File: src/rtl/hlf_pkg.sv
package hlf_pkg;
  localparam int unsigned TOWER_W = 9;
  localparam int unsigned CHK_W   = 5;
  localparam int unsigned BYTE_W  = 8;

  // Hamming position of data bit k: k-th non-power-of-two in 1..2**chk_w-1
  function automatic int unsigned data_pos(input int unsigned k, input int unsigned chk_w);
    int unsigned n;
    data_pos = 0;
    n = 0;
    for (int unsigned p = 1; p < (32'd1 << chk_w); p++) begin
      if ((p & (p - 1)) != 0) begin
        if (n == k) data_pos = p;
        n++;
      end
    end
  endfunction
endpackage

File: src/rtl/hlf_ham_gen.sv
module hlf_ham_gen
  import hlf_pkg::*;
#(
  parameter int unsigned DATA_W = 2 * TOWER_W,
  parameter int unsigned CW     = CHK_W
) (
  input  logic [DATA_W-1:0] data_i,
  output logic [CW-1:0]     chk_o
);
  logic [DATA_W-1:0] sel [CW];

  for (genvar j = 0; j < CW; j++) begin : g_bit
    for (genvar k = 0; k < DATA_W; k++) begin : g_sel
      localparam int unsigned POS = data_pos(k, CW);
      assign sel[j][k] = ((POS >> j) & 1) != 0 ? data_i[k] : 1'b0;
    end
    assign chk_o[j] = ^sel[j];
  end
endmodule

File: src/rtl/hlf_ham_fix.sv
module hlf_ham_fix
  import hlf_pkg::*;
#(
  parameter int unsigned DATA_W = 2 * TOWER_W,
  parameter int unsigned CW     = CHK_W
) (
  input  logic [DATA_W-1:0] data_i,
  input  logic [CW-1:0]     chk_i,
  output logic [DATA_W-1:0] data_o,
  output logic              err_o,
  output logic              fix_o
);
  logic [CW-1:0]     chk_calc;
  logic [CW-1:0]     syn;
  logic [DATA_W-1:0] hit;

  hlf_ham_gen #(.DATA_W(DATA_W), .CW(CW)) u_gen (
    .data_i (data_i),
    .chk_o  (chk_calc)
  );

  assign syn = chk_calc ^ chk_i;

  for (genvar k = 0; k < DATA_W; k++) begin : g_fix
    localparam int unsigned POS = data_pos(k, CW);
    assign hit[k]    = (syn == CW'(POS));
    assign data_o[k] = data_i[k] ^ hit[k];
  end

  assign err_o = |syn;
  assign fix_o = |hit;
endmodule

File: src/rtl/hlf_tx_mux.sv
module hlf_tx_mux #(
  parameter int unsigned FRAME_W = 24,
  parameter int unsigned BYTE_W  = 8
) (
  input  logic               clk_i,
  input  logic               rst_ni,
  input  logic               load_i,
  input  logic [FRAME_W-1:0] frame_i,
  output logic [BYTE_W-1:0]  byte_o,
  output logic               sof_o
);
  localparam int unsigned NBYTES = FRAME_W / BYTE_W;
  localparam int unsigned REST_W = FRAME_W - BYTE_W;
  localparam int unsigned CNT_W  = $clog2(NBYTES);

  logic [REST_W-1:0] rest_q;
  logic [CNT_W-1:0]  left_q;

  always_ff @(posedge clk_i or negedge rst_ni) begin
    if (!rst_ni) begin
      byte_o <= '0;
      sof_o  <= 1'b0;
      rest_q <= '0;
      left_q <= '0;
    end else if (load_i) begin
      byte_o <= frame_i[BYTE_W-1:0];
      sof_o  <= 1'b1;
      rest_q <= frame_i[FRAME_W-1:BYTE_W];
      left_q <= CNT_W'(NBYTES - 1);
    end else if (left_q != '0) begin
      byte_o <= rest_q[BYTE_W-1:0];
      sof_o  <= 1'b0;
      rest_q <= rest_q >> BYTE_W;
      left_q <= left_q - 1'b1;
    end else begin
      byte_o <= '0;
      sof_o  <= 1'b0;
    end
  end
endmodule

File: src/rtl/hlf_rx_collect.sv
module hlf_rx_collect #(
  parameter int unsigned FRAME_W = 24,
  parameter int unsigned BYTE_W  = 8
) (
  input  logic               clk_i,
  input  logic               rst_ni,
  input  logic [BYTE_W-1:0]  byte_i,
  input  logic               sof_i,
  output logic [FRAME_W-1:0] frame_o,
  output logic               done_o
);
  localparam int unsigned NBYTES = FRAME_W / BYTE_W;
  localparam int unsigned HOLD_W = FRAME_W - BYTE_W;
  localparam int unsigned IDX_W  = $clog2(NBYTES);

  logic [HOLD_W-1:0] hold_q;
  logic [IDX_W-1:0]  idx_q;   // 0 = idle, else index of next expected byte

  assign done_o  = !sof_i && (idx_q == IDX_W'(NBYTES - 1));
  assign frame_o = {byte_i, hold_q};

  always_ff @(posedge clk_i or negedge rst_ni) begin
    if (!rst_ni) begin
      hold_q <= '0;
      idx_q  <= '0;
    end else if (sof_i) begin
      hold_q[BYTE_W-1:0] <= byte_i;
      idx_q              <= IDX_W'(1);
    end else if (done_o) begin
      idx_q <= '0;
    end else if (idx_q != '0) begin
      hold_q[idx_q*BYTE_W +: BYTE_W] <= byte_i;
      idx_q                          <= idx_q + 1'b1;
    end
  end
endmodule

File: src/rtl/hlf_framer.sv
module hlf_framer
  import hlf_pkg::*;
#(
  parameter int unsigned TW = TOWER_W,
  parameter int unsigned CW = CHK_W,
  parameter int unsigned BW = BYTE_W
) (
  input  logic          clk_i,
  input  logic          rst_ni,
  input  logic          xing_stb_i,
  input  logic [TW-1:0] tower_a_i,
  input  logic [TW-1:0] tower_b_i,
  input  logic          sync_flag_i,
  output logic [BW-1:0] byte_o,
  output logic          sof_o,
  input  logic [BW-1:0] rx_byte_i,
  input  logic          rx_sof_i,
  output logic          rx_valid_o,
  output logic [TW-1:0] rx_tower_a_o,
  output logic [TW-1:0] rx_tower_b_o,
  output logic          rx_sync_flag_o,
  output logic          rx_err_o,
  output logic          rx_fix_o
);
  localparam int unsigned DATA_W  = 2 * TW;
  localparam int unsigned FRAME_W = DATA_W + CW + 1;

  logic [DATA_W-1:0]  tx_data;
  logic [CW-1:0]      tx_chk;
  logic [FRAME_W-1:0] tx_frame;

  assign tx_data  = {tower_b_i, tower_a_i};
  assign tx_frame = {sync_flag_i, tx_chk, tx_data};

  hlf_ham_gen #(.DATA_W(DATA_W), .CW(CW)) u_tx_ham (
    .data_i (tx_data),
    .chk_o  (tx_chk)
  );

  hlf_tx_mux #(.FRAME_W(FRAME_W), .BYTE_W(BW)) u_tx_mux (
    .clk_i   (clk_i),
    .rst_ni  (rst_ni),
    .load_i  (xing_stb_i),
    .frame_i (tx_frame),
    .byte_o  (byte_o),
    .sof_o   (sof_o)
  );

  logic [FRAME_W-1:0] rx_frame;
  logic               rx_done;
  logic [DATA_W-1:0]  rx_data;
  logic               rx_err;
  logic               rx_fix;

  hlf_rx_collect #(.FRAME_W(FRAME_W), .BYTE_W(BW)) u_rx_col (
    .clk_i   (clk_i),
    .rst_ni  (rst_ni),
    .byte_i  (rx_byte_i),
    .sof_i   (rx_sof_i),
    .frame_o (rx_frame),
    .done_o  (rx_done)
  );

  hlf_ham_fix #(.DATA_W(DATA_W), .CW(CW)) u_rx_fix (
    .data_i (rx_frame[DATA_W-1:0]),
    .chk_i  (rx_frame[DATA_W +: CW]),
    .data_o (rx_data),
    .err_o  (rx_err),
    .fix_o  (rx_fix)
  );

  always_ff @(posedge clk_i or negedge rst_ni) begin
    if (!rst_ni) begin
      rx_valid_o     <= 1'b0;
      rx_tower_a_o   <= '0;
      rx_tower_b_o   <= '0;
      rx_sync_flag_o <= 1'b0;
      rx_err_o       <= 1'b0;
      rx_fix_o       <= 1'b0;
    end else begin
      rx_valid_o <= rx_done;
      if (rx_done) begin
        rx_tower_a_o   <= rx_data[TW-1:0];
        rx_tower_b_o   <= rx_data[DATA_W-1:TW];
        rx_sync_flag_o <= rx_frame[FRAME_W-1];
        rx_err_o       <= rx_err;
        rx_fix_o       <= rx_fix;
      end
    end
  end
endmodule

File: config.mk
export PLATFORM = sky130hd
export DESIGN_NAME = hlf_framer
export DESIGN_NICKNAME = d
export VERILOG_FILES = /design/src/rtl/hlf_pkg.sv /design/src/rtl/hlf_ham_gen.sv /design/src/rtl/hlf_ham_fix.sv /design/src/rtl/hlf_tx_mux.sv /design/src/rtl/hlf_rx_collect.sv /design/src/rtl/hlf_framer.sv
export SDC_FILE = /design/constraint.sdc
export NUM_CORES = 1
export LEC_CHECK = 0
export BUFFER_PORTS_ARGS = -buffer_cell sky130_fd_sc_hd__buf_2
export CAP_MARGIN = 20
export CORE_ASPECT_RATIO = 1.75
export CORE_MARGIN = 5
export CORE_UTILIZATION = 61
export CTS_CLUSTER_SIZE = 16
export DETAILED_ROUTE_END_ITERATION = 7
export PLACE_DENSITY = 0.85
export SYNTH_ARGS = -nofsm -noshare
export SYNTH_HDL_FRONTEND = slang
export SYNTH_SLANG_ARGS = --single-unit
File: constraint.sdc
create_clock -name clk_i -period 5.1 [get_ports clk_i]
set_clock_uncertainty 0.2 [all_clocks]
set_input_delay 0.255 -clock clk_i [delete_from_list [all_inputs] [get_ports clk_i]]
set_output_delay 0.255 -clock clk_i [all_outputs]
set_load 0.02 [all_outputs]
==> reports/results.ini, run 1 <==
[timing]
timing.final.ws_setup_ps=2180
tightest_slew_ps=982
slew_viol_final=0
fmax_mhz=342
setup_viol=0
grt_setup_unrepaired=false
relSlewSlack_pct=34.5
finalCriticalPeriod_ps=2920
timing.setup.tns_ps=0
hold_violations=0
fin_crit_sh_pct=57.3

[yosys]
synth-seq-area-share_pct=43.3
yosys_warnings=0
synth_area_per_cell_um2=9.52
synth_cells=407
synth-main-ff-cell=dfrtp_1
syn-num-nets=443
yosys.area.top_type_share_pct=43.3
async_reset_ff_share_pct=100
yosys-top-cells-area=dfrtp_1, xnor2_1, xor2_1, nand2_1, o21ai_0
synth_seq_cells=67
synth_area_um2=3870
synth_cell_types=39
synth_edf_count=0
synth_area_leader_cell=dfrtp_1

[worst_setup_path]
end_kind=register
slowest_stage=xor2_1
worstPathArrival_ps=2950
critPathMaxStageDelay_ps=570
path_common_cell=xor2_1
worstSetupPathType=input pin to register
cp.required_ps=5120
path_cells=dlygate4sd3_1 -> buf_2 -> xnor2_1 -> xor2_1 -> nand3_1 -> a21oi_1 -> o22ai_1 -> xor2_1 -> o21ai_1
critPathLaunchType=input pin
crit_path_max_fanout=7

[drt]
ant_nets=0
vias_per_cell=5.77
vias=3306
wl_um=10600
drtPass1Iterations=5
drcViolationCount=0
dr.first_iter.drc_count=333
avgRoutedWirePerCell_um=18.5

[clocking]
numCtsBuffers=9
cts_resized=0
h-tree-depth=3
cts_root_buffer=clkbuf_8
clk_latency_ps=360
hold_buffers=24
cts_setup_buffers=0
clkTransAtPathRegs_ps=70
clk_path_buf_depth=2
cts_tree=done
clkSinkCount=67

[finish]
final_common_cell=nand2_1
drive_gt1_share_pct=17.1
nFillCells=431
nNetsFinal=523
final_area_um2=4670
fin_util_pct=75.5
syn_to_final_growth_pct=20.4
multi_input_area_um2=2090
mostFrequentLayoutCells=nand2_1, dfrtp_1, buf_2
seq_area_um2=1680

[power_and_ir_drop]
peakVddDrop_mv=0.364
cellLeakagePower_nw=2.11
power.total_mw=2.90
power.density_nw_per_um2=622

[placement]
globalplace.congestion=1.05
place_area_um2=4210
dp.final_hpwl_um=7310
dp_slack_ps=2330
port_buffers=61

[floorplanning]
die_w_um=70.3
pin_count=62
design.core.area_um2=6180
num_rows=38
dieArea_um2=8110
die_y_um=115
initial_core_util_pct=62.7

[global_route]
grt_first_pass_wirelength_um=17600
antenna_found_initial=1
grt_pass1_vias=3439
grt_usage_pct=28.6
gr-total-overflow=0
grt_max_degree=68

[job]
maxCapViolCount=0

[run_status]
outcome=complete, no violations

[min_path]
hold_path_class=input pin to register

## state kept, by name, summed over array words and instances (netlist names)
name             count
rx_err_o             1
rx_fix_o             1
rx_sync_flag_o       1
rx_tower_a_o         9
rx_tower_b_o         9
rx_valid_o           1
u_rx_col.hold_q     16
u_rx_col.idx_q       2
u_tx_mux.byte_o      8
u_tx_mux.left_q      2
u_tx_mux.rest_q     16
u_tx_mux.sof_o       1
## worst paths after layout
path | startpoint | to | slack (ps) | cells after the start
max | rx_byte_i[5] | rx_tower_b_o[0]$_DFFE_PN0P_ | 2180 | 9
min | tower_b_i[7] | u_tx_mux.rest_q[8]$_DFFE_PN0P_ | 4 | 3
max reg2reg | u_rx_col.hold_q[6]$_DFFE_PN0P_ | rx_tower_b_o[0]$_DFFE_PN0P_ | 2270 | 7
min reg2reg | rx_tower_a_o[8]$_DFFE_PN0P_ | rx_tower_a_o[8]$_DFFE_PN0P_ | 280 | 2
max in group asynchronous | rst_ni | rx_valid_o$_DFF_PN0_ | 3720 | 3
min in group asynchronous | rst_ni | rx_tower_a_o[1]$_DFFE_PN0P_ | 410 | 3
## where the power goes
group          internal [mW]  switching, mW
Clock                  0.289          0.205
Sequential             0.678          0.116
Combinational          0.598           1.02
Total                   1.57           1.34
## worst max-delay path: cells and delay by family
kind            cells  cell delay, ps
buf+inv             2             690
simple gates        1             190
compound gates      3             730
xor+xnor            3            1060
## metal layers
layer,up-vias,track usage (%),wire length (um),part of all wire [%]
met5,-,0,0,0
met4,0,19.3,729,6.9
met3,58,6.34,499,4.7
met2,134,52.3,5890,55
met1,1581,28.3,3500,33
li1,1533,-,-,-
## per-stage QoR
step	cells	hold WS, ps
after floorplan	407	-241
after CTS	572	4.02
after global routing	573	23.4
after global placement	532	254
final	573	4.02
after detailed placement	532	262
## cell families (layout without fill, tap and decap cells)
| kind of cell | count (synthesis) | in the layout | synth area share (%) |
|---|---|---|---|
| AO/OA/AOI/OAI | 90 | 90 | 14.0 |
| flip-flops | 67 | 67 | 43.3 |
| AND/OR/NAND/NOR | 114 | 114 | 12.3 |
| buffers and inverters | 23 | 108 | 2.71 |
| other | 0 | 1 | 0 |
| multiplexers | 13 | 13 | 3.49 |
| adder cells (fa/ha/maj) | 5 | 5 | 1.61 |
| XOR/XNOR | 95 | 95 | 22.6 |
## layout make-up
| type | count | share of cell area [%] |
|---|---|---|
| Clock buffer | 12 | 3.11 |
| Multi-Input combinational cell | 317 | 44.9 |
| Timing Repair Buffer | 86 | 11.8 |
| Sequential cell | 67 | 35.9 |
| Clock inverter | 4 | 1.58 |
| Antenna cell | 1 | 0.0536 |
| Inverter | 6 | 0.483 |
| Tap cell | 80 | 2.14 |
## synth_stat cells, types with 5 or more instances
master    number
nand2_1       82
dfrtp_1       67
xnor2_1       52
xor2_1        38
o21ai_0       31
o21ai_1       19
o22ai_1       14
mux2i_1       12
nand3_1       12
clkbuf_1      11
nor3_1        10
a21oi_1        7
a22o_1         7
inv_1          6
ha_1           5
No activity file was read; power rests on OpenSTA's default activity.
==> run 2, diff against run 1 <==
Settings changed: ABC_AREA set to 1, CORE_UTILIZATION 61 to 57, PLACE_DENSITY 0.85 to 0.8.
Clock period 5.1 ns to 2.78 ns, I/O delays scaled along.
==> run 2 against run 1 <==
Area after synthesis rose by 3.5%. First-iteration DRC count fell by 21%. Final cell count rose by 24%. Die area rose by 9.5%. Sequential power rose by 89%. Via count rose by 23%. Sequential share of layout area fell by 2.6 points. Clock-buffer cell count fell by 3. Largest cell class unchanged. Routed wire length rose by 16%. Combinational power rose by 63%. Flip-flop and latch count did not move. Critical path type unchanged. Core utilization fell by 2.2 points.
==> reports/results.ini, run 2 <==
[run_status]
outcome=complete, no violations

[yosys]
synth-seq-area-share_pct=41.8
syn-num-nets=562
yosysMostFrequentCell=nand2_1
synth_area_leader_cell=dfrtp_1
async_reset_ff_share_pct=100
yosys-top-cells-area=dfrtp_1, nand2_1, nand3_1, xnor2_1, xor2_1
synth-main-ff-cell=dfrtp_1
synth_cell_types=34
synth_seq_cells=67
synth_area_um2=4010
synth_cells=526
synth_edf_count=0
yosys.area.top_type_share_pct=41.8
yosys_warnings=0
synth_area_per_cell_um2=7.62
synthTopCellsByCount=nand2_1, dfrtp_1, nand3_1

[finish]
nNetsFinal=659
syn_to_final_growth_pct=25.3
diodes=0
fin_cells=712
reg_top3=u_rx_col.hold_q: 16 flops, u_tx_mux.rest_q: 16 flops
final_common_cell=nand2_1
fin_util_pct=73.3
drive_gt1_share_pct=20.4
mostFrequentLayoutCells=nand2_1, dfrtp_1, buf_2

[worst_setup_path]
crit_path_max_fanout=7
cp.required_ps=2820
timing.rr.start=u_rx_col.hold_q[11]$_DFFE_PN0P_
reg2reg_to=rx_fix_o$_DFFE_PN0P_
worstSetupPathType=input pin to register
end_kind=register
critPathLaunchType=input pin
worstPathArrival_ps=2440
rrSetupSlack_ps=420
ff2ff_path_depth=15

[global_route]
grt_max_degree=32
antenna_found_initial=0
grtUsageMet2_pct=52.9
grt.busiest_layer=met2
grt_first_pass_wirelength_um=19800
grt_usage_pct=29.6
grt_use_met1_pct=29.4
use_met3_pct=4.89
grt_pass1_vias=4134
gr-total-overflow=0

[timing]
fin_crit_sh_pct=86.5
fin_hold_ws_ps=41.6
setup_viol=0
finalCriticalPeriod_ps=2400
relSlewSlack_pct=52.2
grt_setup_unrepaired=false
timing.setup.tns_ps=0
hold_violations=0
timing.final.ws_setup_ps=376
slew_viol_final=0
fmax_mhz=416
tightest_slew_ps=717

[floorplanning]
die_w_um=73.4
initial_core_util_pct=58.5
dieArea_um2=8880
pin_count=62
die_y_um=121
num_rows=40
design.core.area_um2=6860

[power_and_ir_drop]
clkPwrFrac_pct=22.4
p_sw_share_pct=47.1
internal_power_mw=2.81
pwr-share-comb_pct=49.5
pwr-share-seq_pct=28.1
power.density_nw_per_um2=1060
peakVddDrop_mv=0.579
switchingPower_mw=2.50
cellLeakagePower_nw=2.57

[clocking]
clkTransAtPathRegs_ps=60
cts_resized=0
cts_setup_buffers=0
numCtsBuffers=9
hold_buffers=29
clkSinkCount=67
clk_latency_ps=340
h-tree-depth=3
clk_path_buf_depth=2
cts_tree=done
cts_root_buffer=clkbuf_16

[drt]
drcViolationCount=0
ant_nets=0
drtPass1Iterations=5
vias=4067
vias_per_cell=5.71
wl_um=12400
avgRoutedWirePerCell_um=17.4
dr.first_iter.drc_count=264

[min_path]
hold_path_class=input pin to register
hold_start=rx_byte_i[6]
whs_path_depth=3
min_to=u_rx_col.hold_q[14]$_DFFE_PN0P_

[placement]
port_buffers=61
place_inst=667
dp_slack_ps=458
globalplace.congestion=0.969
dp.final_hpwl_um=8970

[job]
maxCapViolCount=0

-- run 2: worst max path at each step --
stage	slack, ps	end	from
after global routing	270	rx_fix_o$_DFFE_PN0P_	rx_byte_i[1]
final	380	rx_fix_o$_DFFE_PN0P_	rx_byte_i[1]
after CTS	390	rx_fix_o$_DFFE_PN0P_	rx_byte_i[1]
after global placement	470	rx_tower_a_o[2]$_DFFE_PN0P_	u_rx_col.hold_q[11]$_DFFE_PN0P_
after detailed placement	460	rx_tower_a_o[2]$_DFFE_PN0P_	u_rx_col.hold_q[11]$_DFFE_PN0P_
after floorplan	870	rx_tower_a_o[6]$_DFFE_PN0P_	u_rx_col.idx_q[0]$_DFFE_PN0P_
-- run 2: cell families after synthesis --
group | after synthesis | synth area share, %
simple gates | 276 | 30.5
buf+inv | 72 | 6.80
compound gates | 67 | 10.6
xor+xnor | 39 | 8.71
flops | 67 | 41.8
fa+ha+maj | 5 | 1.56
-- run 2: stage by stage --
stage | power (mW) | instance area, um2
finish | 5.32 | 5020
global route | 5.65 | 5020
CTS | 5.30 | 5020
detailed placement | 4.07 | 4420
global placement | 4.02 | 4420
floorplan | 3.32 | 4010
-- run 2: power by group through the flow --
stage          clock, mW  sequential (mW)  combinational, mW
6_report            1.19             1.50               2.63
5_1_grt             1.24             1.53               2.88
4_1_cts             1.20             1.49               2.61
3_5_place_dp           0             1.50               2.56
3_3_place_gp           0             1.49               2.54
2_1_floorplan          0             1.68               1.64
-- run 2: routing by layer --
layer | wire (um) | up-vias
met5 | 0 | -
met4 | 991 | 0
met3 | 673 | 66
met2 | 6580 | 193
met1 | 4110 | 1909
li1 | - | 1899
-- run 2: final cells by class --
cell class | count | area [um2]
sequential | 67 | 1680
fill | 539 | 1830
tap | 84 | 105
multi-input combinational | 387 | 2060
clock buffer | 9 | 225
clock inverter | 7 | 85.1
timing repair buffer | 95 | 633
inverter | 63 | 238
-- run 2: worst max-delay path, cell delays in order --
cell	delay, ps
dlygate4sd3_1	540
buf_2	160
inv_2	130
nand2_1	110
nand2_1	140
nand2_1	80
nand2_1	70
nand2_1	60
nand2_2	110
nand2_2	70
inv_2	100
nor2_8	50
nand2_4	120
clkinv_2	160
nand2_1	130
nand3_1	90
nor2_1	130
nor2_1	50
==> run 3, diff against run 2 <==
Clock period 2.78 ns to 2.4 ns, I/O delays scaled along.
==> run 3 against run 2 <==
Die area unchanged. Critical path depth down 2. Power increased by 23%. Critical path type unchanged. Core utilization up 2.0 points. Global-route usage decreased by 0.55 points. Non-clock buffer count is 5 higher. Via count decreased by 1.4%. Largest cell class unchanged. Cell area up 2.8%. Final cell count is 0.56% higher. Sequential share of layout area decreased by 0.86 points.
==> reports/results.ini, run 3 (synthesis gave the netlist of run 2 again) <==
[global_route]
grtUsageMet2_pct=51.0
use_met3_pct=6.14
grt_pass1_vias=4036
grt.busiest_layer=met2
gr-total-overflow=0
grt_usage_pct=29.1
grt_use_met1_pct=29.7
grt_max_degree=43
antenna_found_initial=0
grt_first_pass_wirelength_um=19600

[finish]
mostFrequentLayoutCells=nand2_1, dfrtp_1, buf_2
reg_top3=u_rx_col.hold_q: 16 flops, u_tx_mux.rest_q: 16 flops
syn_to_final_growth_pct=28.8
final_area_um2=5160
nFillCells=493
seq_area_um2=1680
fin_cells=716
multi_input_area_um2=2080
diodes=0
nNetsFinal=664
final_common_cell=nand2_1
drive_gt1_share_pct=21.8

[clocking]
clk_latency_ps=330
clk_path_buf_depth=2
h-tree-depth=3
numCtsBuffers=9
clkTransAtPathRegs_ps=60
cts_root_buffer=clkbuf_16
cts_tree=done
clkSinkCount=67

[power_and_ir_drop]
pwr-share-seq_pct=26.4
power.density_nw_per_um2=1260
internal_power_mw=3.66
pwr-share-comb_pct=49.8
cellLeakagePower_nw=2.62
switchingPower_mw=2.85
clkPwrFrac_pct=23.8
peakVddDrop_mv=0.834
p_sw_share_pct=43.7

[worst_setup_path]
critPathLaunchType=input pin
worstSetupPathType=input pin to register
slowest_stage=dlygate4sd3_1
worstPathArrival_ps=2280
path_common_cell=nand2_1
end_kind=register
crit_path_max_fanout=7
critPathMaxStageDelay_ps=540
path_cells=dlygate4sd3_1 -> buf_4 -> inv_2 -> nand2_1 -> nand2_2 -> nand2_1 -> nand2_1 -> nand2_1 -> nand2_1 -> nand2_1 -> nand2_4 -> nand3_2 -> inv_2 -> nand2_1 -> xor2_2 -> o21ai_1
cp.required_ps=2400
cp_top_family=simple AND/OR/NAND/NOR gates
crit_buf_inv=4

[drt]
avgRoutedWirePerCell_um=16.7
ant_nets=0
vias=4009
drtPass1Iterations=5
drcViolationCount=0
wl_um=12000
dr.first_iter.drc_count=227
vias_per_cell=5.60

[placement]
place_area_um2=4450
dp_slack_ps=35.3
port_buffers=61
place_inst=667
dp.final_hpwl_um=8700
globalplace.congestion=1.01

[timing]
setup_viol=0
fin_hold_ws_ps=48.8
hold_violations=0
relSlewSlack_pct=57.9
finalCriticalPeriod_ps=2280
fin_crit_sh_pct=95.0
fmax_mhz=439
tightest_slew_ps=631
timing.final.ws_setup_ps=120
slew_viol_final=0

[job]
maxCapViolCount=0

[floorplanning]
initial_core_util_pct=58.5
pin_count=62
dieArea_um2=8880
design.core.area_um2=6860
num_rows=40
die_w_um=73.4
die_y_um=121

[run_status]
outcome=complete, no violations

[min_path]
hold_path_class=input pin to register

==> run 3: cell types whose count changed in the layout (fill, tap and decap cells not counted), sizes merged <==
cell | before | now
clkinvlp | 0 | 1
buf | 66 | 70
clkbuf | 9 | 11
inv | 64 | 61
clkinv | 5 | 2
dlygate4sd3 | 29 | 30
bufinv | 1 | 3
==> run 3: tightest hold or removal path, stage by stage <==
cell	delay [ps]
buf_2	100
inv_1	130
o22ai_1	180
==> run 3: what timing repair did <==
item,4_1_cts,5_1_grt
hold buffers,30,0
gates resized for setup,0,8
endpoints found under the setup margin,0,7
endpoints found under the hold margin,62,0
buffers inserted,0,4
==> run 3: path summary, 6_finish.rpt <==
| check | from | cells after the start | endpoint | slack [ps] |
|---|---|---|---|---|
| worst max-delay path | rx_byte_i[0] | 16 | rx_tower_a_o[2]$_DFFE_PN0P_ | 120 |
| worst min-delay path | rx_byte_i[6] | 3 | u_rx_col.hold_q[6]$_DFFE_PN0P_ | 50 |
| worst max register to register | u_rx_col.hold_q[14]$_DFFE_PN0P_ | 13 | rx_tower_a_o[2]$_DFFE_PN0P_ | 150 |
| worst min register to register | rx_tower_b_o[3]$_DFFE_PN0P_ | 2 | rx_tower_b_o[3]$_DFFE_PN0P_ | 280 |
| max in group asynchronous | rst_ni | 3 | u_rx_col.hold_q[15]$_DFFE_PN0P_ | 1200 |
| min in group asynchronous | rst_ni | 2 | rx_tower_a_o[4]$_DFFE_PN0P_ | 140 |
==> run 3: per-stage QoR <==
stage | TNS, ps | power (mW) | util, %
after CTS | 0 | 6.34 | 74.4
after detailed placement | 0 | 4.72 | 64.9
final | 0 | 6.51 | 75.3
after global routing | -6.30 | 6.93 | 75.3
after floorplan | 0 | 3.84 | -
after global placement | 0 | 4.66 | 64.9
==> run 3: per-layer routing <==
metal	wire length, um	share of wire (%)	up-vias
met5	0	0	-
met4	850	7.1	0
met3	630	5.3	56
met2	6350	53	173
met1	4140	35	1875
li1	-	-	1905
==> run 3: power by group through the flow <==
stage | sequential [mW] | combinational [mW] | clock (mW)
6_report | 1.72 | 3.25 | 1.55
5_1_grt | 1.76 | 3.54 | 1.62
4_1_cts | 1.72 | 3.05 | 1.57
3_5_place_dp | 1.73 | 2.99 | 0
3_3_place_gp | 1.72 | 2.94 | 0
2_1_floorplan | 1.94 | 1.90 | 0
==> run 3: cell type report <==
cell class / instances / area share, %
Inverter: 63 / 4.60
Clock inverter: 4 / 1.89
Multi-Input combinational cell: 387 / 40.3
Timing Repair Buffer: 100 / 13.8
Sequential cell: 67 / 32.5
Clock buffer: 11 / 4.89
Tap cell: 84 / 2.03
